## config.mk

```make
export PLATFORM = sky130hd
export DESIGN_NAME = msk_modulator
export DESIGN_NICKNAME = d
export VERILOG_FILES = /design/src/rtl/msk_pkg.sv /design/src/rtl/msk_prescaler.sv /design/src/rtl/msk_symbol_timer.sv /design/src/rtl/msk_carrier_div.sv /design/src/rtl/msk_modulator.sv
export SDC_FILE = /design/constraint.sdc
export NUM_CORES = 1
export LEC_CHECK = 0
export ABC_CLOCK_PERIOD_IN_PS = 3000
export CAP_MARGIN = 15
export CORE_MARGIN = 5
export CORE_UTILIZATION = 63
export CTS_BUF_LIST = sky130_fd_sc_hd__clkbuf_4
export DETAILED_ROUTE_END_ITERATION = 10
export DONT_BUFFER_PORTS = 1
export PLACE_DENSITY = 0.77
export SKIP_LAST_GASP = 1
export SLEW_MARGIN = 20
export SYNTH_ARGS = -nofsm -noshare
export SYNTH_HDL_FRONTEND = slang
export SYNTH_HIERARCHICAL = 1
export SYNTH_SLANG_ARGS = --single-unit
```

## constraint.sdc

```tcl
create_clock -name clk -period 3 [get_ports clk]
set_clock_uncertainty 0.2 [all_clocks]
set_input_delay 0.15 -clock clk [delete_from_list [all_inputs] [get_ports clk]]
set_output_delay 0.15 -clock clk [all_outputs]
set_load 0.03 [all_outputs]
```

## src/rtl/msk_pkg.sv

```systemverilog
package msk_pkg;
  localparam int NUM_SYMBOLS = 2;

  typedef enum logic {
    SYM_ZERO = 1'b0,
    SYM_ONE  = 1'b1
  } msk_sym_e;

  // carrier period in ticks for a symbol value, given the symbol length
  function automatic int carrier_period(input int sym, input int sym_ticks);
    if (sym == 1) return sym_ticks / 2;
    return (sym_ticks * 2) / 5;
  endfunction
endpackage

```

## src/rtl/msk_prescaler.sv

```systemverilog
module msk_prescaler #(
  parameter int DIV1 = 2,
  parameter int DIV2 = 2
) (
  input  logic clk,
  input  logic rst,
  output logic tick_o,
  output logic tick_next_o
);
  localparam int W1 = (DIV1 > 1) ? $clog2(DIV1) : 1;
  localparam int W2 = (DIV2 > 1) ? $clog2(DIV2) : 1;
  localparam logic [W1-1:0] LAST1 = W1'(DIV1 - 1);
  localparam logic [W2-1:0] LAST2 = W2'(DIV2 - 1);

  logic [W1-1:0] cnt1_q, cnt1_n;
  logic [W2-1:0] cnt2_q, cnt2_n;
  logic          wrap1;

  always_comb begin
    wrap1  = (cnt1_q == LAST1);
    cnt1_n = wrap1 ? '0 : cnt1_q + 1'b1;
    cnt2_n = cnt2_q;
    if (wrap1) cnt2_n = (cnt2_q == LAST2) ? '0 : cnt2_q + 1'b1;
  end

  assign tick_o      = wrap1 && (cnt2_q == LAST2);
  assign tick_next_o = (cnt1_n == LAST1) && (cnt2_n == LAST2);

  always_ff @(posedge clk) begin
    if (rst) begin
      cnt1_q <= '0;
      cnt2_q <= '0;
    end else begin
      cnt1_q <= cnt1_n;
      cnt2_q <= cnt2_n;
    end
  end
endmodule

```

## src/rtl/msk_symbol_timer.sv

```systemverilog
module msk_symbol_timer #(
  parameter int SYM_TICKS = 20
) (
  input  logic clk,
  input  logic rst,
  input  logic tick_i,
  input  logic tick_next_i,
  output logic boundary_o,
  output logic boundary_next_o
);
  localparam int SW = $clog2(SYM_TICKS);
  localparam logic [SW-1:0] SYM_LAST = SW'(SYM_TICKS - 1);

  logic [SW-1:0] pos_q, pos_n;

  always_comb begin
    boundary_o = tick_i && (pos_q == SYM_LAST);
    pos_n      = pos_q;
    if (tick_i) pos_n = boundary_o ? '0 : pos_q + 1'b1;
    boundary_next_o = tick_next_i && (pos_n == SYM_LAST);
  end

  always_ff @(posedge clk) begin
    if (rst) pos_q <= '0;
    else     pos_q <= pos_n;
  end
endmodule

```

## src/rtl/msk_carrier_div.sv

```systemverilog
module msk_carrier_div #(
  parameter int PERIOD = 10
) (
  input  logic clk,
  input  logic rst,
  input  logic tick_i,
  input  logic restart_i,
  output logic wave_o
);
  localparam int CW = $clog2(PERIOD);
  localparam logic [CW-1:0] CNT_LAST = CW'(PERIOD - 1);
  localparam logic [CW-1:0] CNT_HALF = CW'(PERIOD / 2);

  logic [CW-1:0] cnt_q;

  always_ff @(posedge clk) begin
    if (rst || restart_i)  cnt_q <= '0;
    else if (tick_i)       cnt_q <= (cnt_q == CNT_LAST) ? '0 : cnt_q + 1'b1;
  end

  // low for the first half of the period, high for the second
  assign wave_o = (cnt_q >= CNT_HALF);
endmodule

```

## src/rtl/msk_modulator.sv

```systemverilog
module msk_modulator #(
  parameter int PRE_DIV1  = 2,
  parameter int PRE_DIV2  = 2,
  parameter int SYM_TICKS = 20
) (
  input  logic clk,
  input  logic rst,
  input  logic data_in,
  output logic bit_req,
  output logic mod_out
);
  import msk_pkg::*;

  logic tick, tick_next;
  logic boundary, boundary_next;
  logic [NUM_SYMBOLS-1:0] wave;
  msk_sym_e data_q;
  logic phase_q;
  logic bit_req_q, mod_q;

  msk_prescaler #(.DIV1(PRE_DIV1), .DIV2(PRE_DIV2)) u_pre (
    .clk(clk), .rst(rst), .tick_o(tick), .tick_next_o(tick_next)
  );

  msk_symbol_timer #(.SYM_TICKS(SYM_TICKS)) u_sym (
    .clk(clk), .rst(rst), .tick_i(tick), .tick_next_i(tick_next),
    .boundary_o(boundary), .boundary_next_o(boundary_next)
  );

  for (genvar g = 0; g < NUM_SYMBOLS; g++) begin : g_carrier
    msk_carrier_div #(.PERIOD(carrier_period(g, SYM_TICKS))) u_div (
      .clk(clk), .rst(rst), .tick_i(tick), .restart_i(boundary),
      .wave_o(wave[g])
    );
  end

  always_ff @(posedge clk) begin
    if (rst) begin
      data_q    <= SYM_ZERO;
      phase_q   <= 1'b0;
      bit_req_q <= 1'b0;
      mod_q     <= 1'b0;
    end else begin
      bit_req_q <= boundary_next;
      mod_q     <= wave[data_q] ^ phase_q;
      if (boundary) begin
        data_q <= msk_sym_e'(data_in);
        // a "0" symbol ends half way through a carrier cycle
        if (data_q == SYM_ZERO) phase_q <= ~phase_q;
      end
    end
  end

  assign bit_req = bit_req_q;
  assign mod_out = mod_q;
endmodule

```

==> run_results.csv <==
group,metric,value,unit
run_status,status,"finished clean",
logic_synthesis,yosys_warnings,6,
cells_and_area,layout_commonest_cell,"dfxtp_1",
sta,worstMarginPinSlew,0.6576,ns
power,p_sw_frac,0.2210,
routing,drt_iter0_drc,8,
placement,dp_cells,107,
routing,ant_nets,0,
sta,worst_slack,0.9177,ns
worst_setup_path,max_stage_delay,0.50,ns
sta,clock.fmax,480.2,MHz
cells_and_area,layout_common_cells,"dfxtp_1, nor2_1, inv_1, nor3_1, ha_1",
grt,grt_max_degree,19,
logic_synthesis,netlist_area,889.6,sq um
logic_synthesis,async_reset_ff_frac,0,
worst_setup_path,required,2.95,ns
sta,fin_crit_sh,0.6941,
die,core_area,1318,sq um
cells_and_area,diodes,0,
power,p_seq_frac,0.641,
power,vdd_drop_max,0.0003560,V
logic_synthesis,synth_top_cell_area_share,0.4051,
power,clkPwrFrac,0.297,
clock_tree,cts_root_buffer,"clkbuf_4",
clock_tree,hold_buffers,2,
logic_synthesis,synth_nets,102,
power,cellPowerDensity,408.5,nW/um^2
cells_and_area,area_growth,6.892,%
sta,timing.final.hold_violations,0,
sta,fin_crit,2.082,ns
cells_and_area,nNetsFinal,108,
worst_setup_path,startpoint_type,"flip-flop",
grt,grtUsageTotal,0.1460,
power,p_int,0.3026,mW
die,die_w,47.58,microns
worst_setup_path,endpoint_kind,"flip-flop",
logic_synthesis,ys_ff_latch,18,
clock_tree,cts_buffers,3,
worst_setup_path,arrival,2.04,ns
clock_tree,cts_tree,"yes",
grt,gr-total-overflow,0,
power,p_sw,0.08584,mW
grt,grt_pass1_wl,2.332,mm
clock_tree,post_cts_buffers,0,
cells_and_area,layoutNonFillerInstCount,113,
placement,dp_slack,0.9365,ns
worst_setup_path,cpLargestDelayFamily,"simple AND/OR/NAND/NOR gates",
routing,drt-total-wl,1.373,mm
worst_setup_path,worstPathCellList,"ha_1 > nand2_2 > nor4_2 > buf_4 > and2b_2 > xnor2_1 > nor2_1",
clock_tree,clk_latency,0.28,ns
routing,wl_per_cell,12.15,microns
worst_setup_path,crit_fanout,15,
min_path,hold_path_class,"reg2reg",
sta,setup-tns-final,0,ns
die,die_h,47.58,microns
worst_setup_path,cp_slowest_cell,"ha_1",
run,max_cap_violations,0,
clock_tree,cts_buffer_depth,2,
die,initial_core_util,0.6752,
power,leakage,0.3563,nW
placement,dp_hpwl,1.004,mm
clock_tree,clock-sinks,18,
worst_setup_path,critPathBufInv,1,
routing,via_per_inst,5.575,
logic_synthesis,postSynthAreaPerCell,9.566,sq um
logic_synthesis,synth_edf_count,0,
clock_tree,ctsResizeCount,0,
routing,vias,630,
logic_synthesis,yosys-top-cells-area,"dfxtp_1, ha_1, mux2i_1, nor2_1, nor3_1",
sta,finalMaxSlewViolations,0,
logic_synthesis,yosysSeqAreaShare,0.4051,
logic_synthesis,synthFlopType,"dfxtp_1",
die,ios,5,
grt,antenna_found_initial,0,
logic_synthesis,synthCells,93,
clock_tree,clk_pin_slew_worst_paths,0.10,ns
cells_and_area,fillers,103,
logic_synthesis,yosysTopAreaCell,"dfxtp_1",
placement,port_buffers,0,
cells_and_area,drive_gt1_frac,0.1224,
routing,drtPass1Iterations,4,
logic_synthesis,synthDistinctLibCells,31,
placement,routabilityCongestion,0.8503,
die,die-area,2263,sq um
die,rows,13,
sta,setup_violations,0,
sta,relSlewSlack,0.5601,
grt,grt_pass1_vias,579,
routing,drc,0,
sta,rsz0062_at_grt,"no",
power,combPwrFrac,0.062,
worst_setup_path,path_class,"reg2reg",
clock_tree,h-tree-depth,1,
[state kept, by name, indices dropped and copies added, names as in the netlist]
| register | flops |
|---|---|
| bit_req | 1 |
| g_carrier.u_div/cnt_q | 7 |
| mod_out | 1 |
| phase_q | 1 |
| u_pre/cnt1_q | 1 |
| data_q | 1 |
| u_pre/cnt2_q | 1 |
| u_sym/pos_q | 5 |
[metal layers]
layer  up-vias  global-route usage  wire (microns)
met5         -                   0               0
met2         8              0.2353             650
met3         4             0.03383              37
li1        332                   -               -
met1       286              0.1742             654
met4         0             0.09140              31
[stage by stage]
step	instance area, sq um	hold slack (ns)	total power, mW	utilization
after detailed placement	904.6	0.01807	0.2730	0.6866
after CTS	950.9	0.2749	0.3949	0.7217
after floorplan	889.6	0.01465	0.2687	-
after global placement	904.6	0.01803	0.2716	0.6866
final	950.9	0.2656	0.3885	0.7217
after global routing	950.9	0.2946	0.4141	0.7217
[final cells by class]
class / instances / area (sq um) / area share
Clock buffer: 3 / 22.52 / 0.02368
Clock inverter: 1 / 3.754 / 0.003947
Inverter: 6 / 22.52 / 0.02368
Multi-Input combinational cell: 67 / 495.5 / 0.5211
Sequential cell: 18 / 360.3 / 0.3789
Tap cell: 15 / 18.77 / 0.01974
Timing Repair Buffer: 3 / 27.53 / 0.02895
[cells by family after synthesis]
group,share of synthesized area
AO/OA/AOI/OAI,0.1181
XOR/XNOR,0.04924
adder cells (fa/ha/maj),0.08439
buffers and inverters,0.03797
flip-flops,0.4051
multiplexers,0.05626
AND/OR/NAND/NOR,0.2489
[synth_stat cells (2+ instances only)]
| master | count |
|---|---|
| o21ai_1 | 2 |
| a211oi_1 | 2 |
| nand2_1 | 2 |
| inv_1 | 6 |
| nor4_2 | 2 |
| a211oi_2 | 2 |
| mux2i_1 | 5 |
| o21ai_0 | 3 |
| dfxtp_1 | 18 |
| ha_1 | 6 |
| nand2_2 | 2 |
| nor2b_1 | 4 |
| xor2_1 | 2 |
| xnor2_1 | 3 |
| a21oi_1 | 2 |
| nand2b_1 | 4 |
| nor2_1 | 9 |
| nor3_1 | 6 |
[power groups by stage]
stage / logic, mW / registers [mW] / clock network [mW]
floorplan: 0.0154 / 0.253 / 0
global placement: 0.0175 / 0.254 / 0
detailed placement: 0.0182 / 0.255 / 0
CTS: 0.0241 / 0.249 / 0.122
global route: 0.0265 / 0.250 / 0.138
finish: 0.0239 / 0.249 / 0.115
[final timing paths]
| check | depth (start not counted) | start | slack (ns) | endpoint |
|---|---|---|---|---|
| worst min-delay path | 1 | u_pre/cnt1_q | 0.27 | u_pre/cnt1_q |
| worst max-delay path | 7 | u_pre/cnt1_q | 0.92 | phase_q |
| worst min register to register | 1 | u_pre/cnt1_q | 0.27 | u_pre/cnt1_q |
| worst max register to register | 7 | u_pre/cnt1_q | 0.92 | phase_q |
[worst reg2reg max path: stages, from the launching register on]
cell and delay, ns:
dfxtp_1 0.37, ha_1 0.50, nand2_2 0.17, nor4_2 0.16, buf_4 0.23, and2b_2 0.17
xnor2_1 0.11, nor2_1 0.05
No activity file was read; power rests on OpenSTA's default activity.
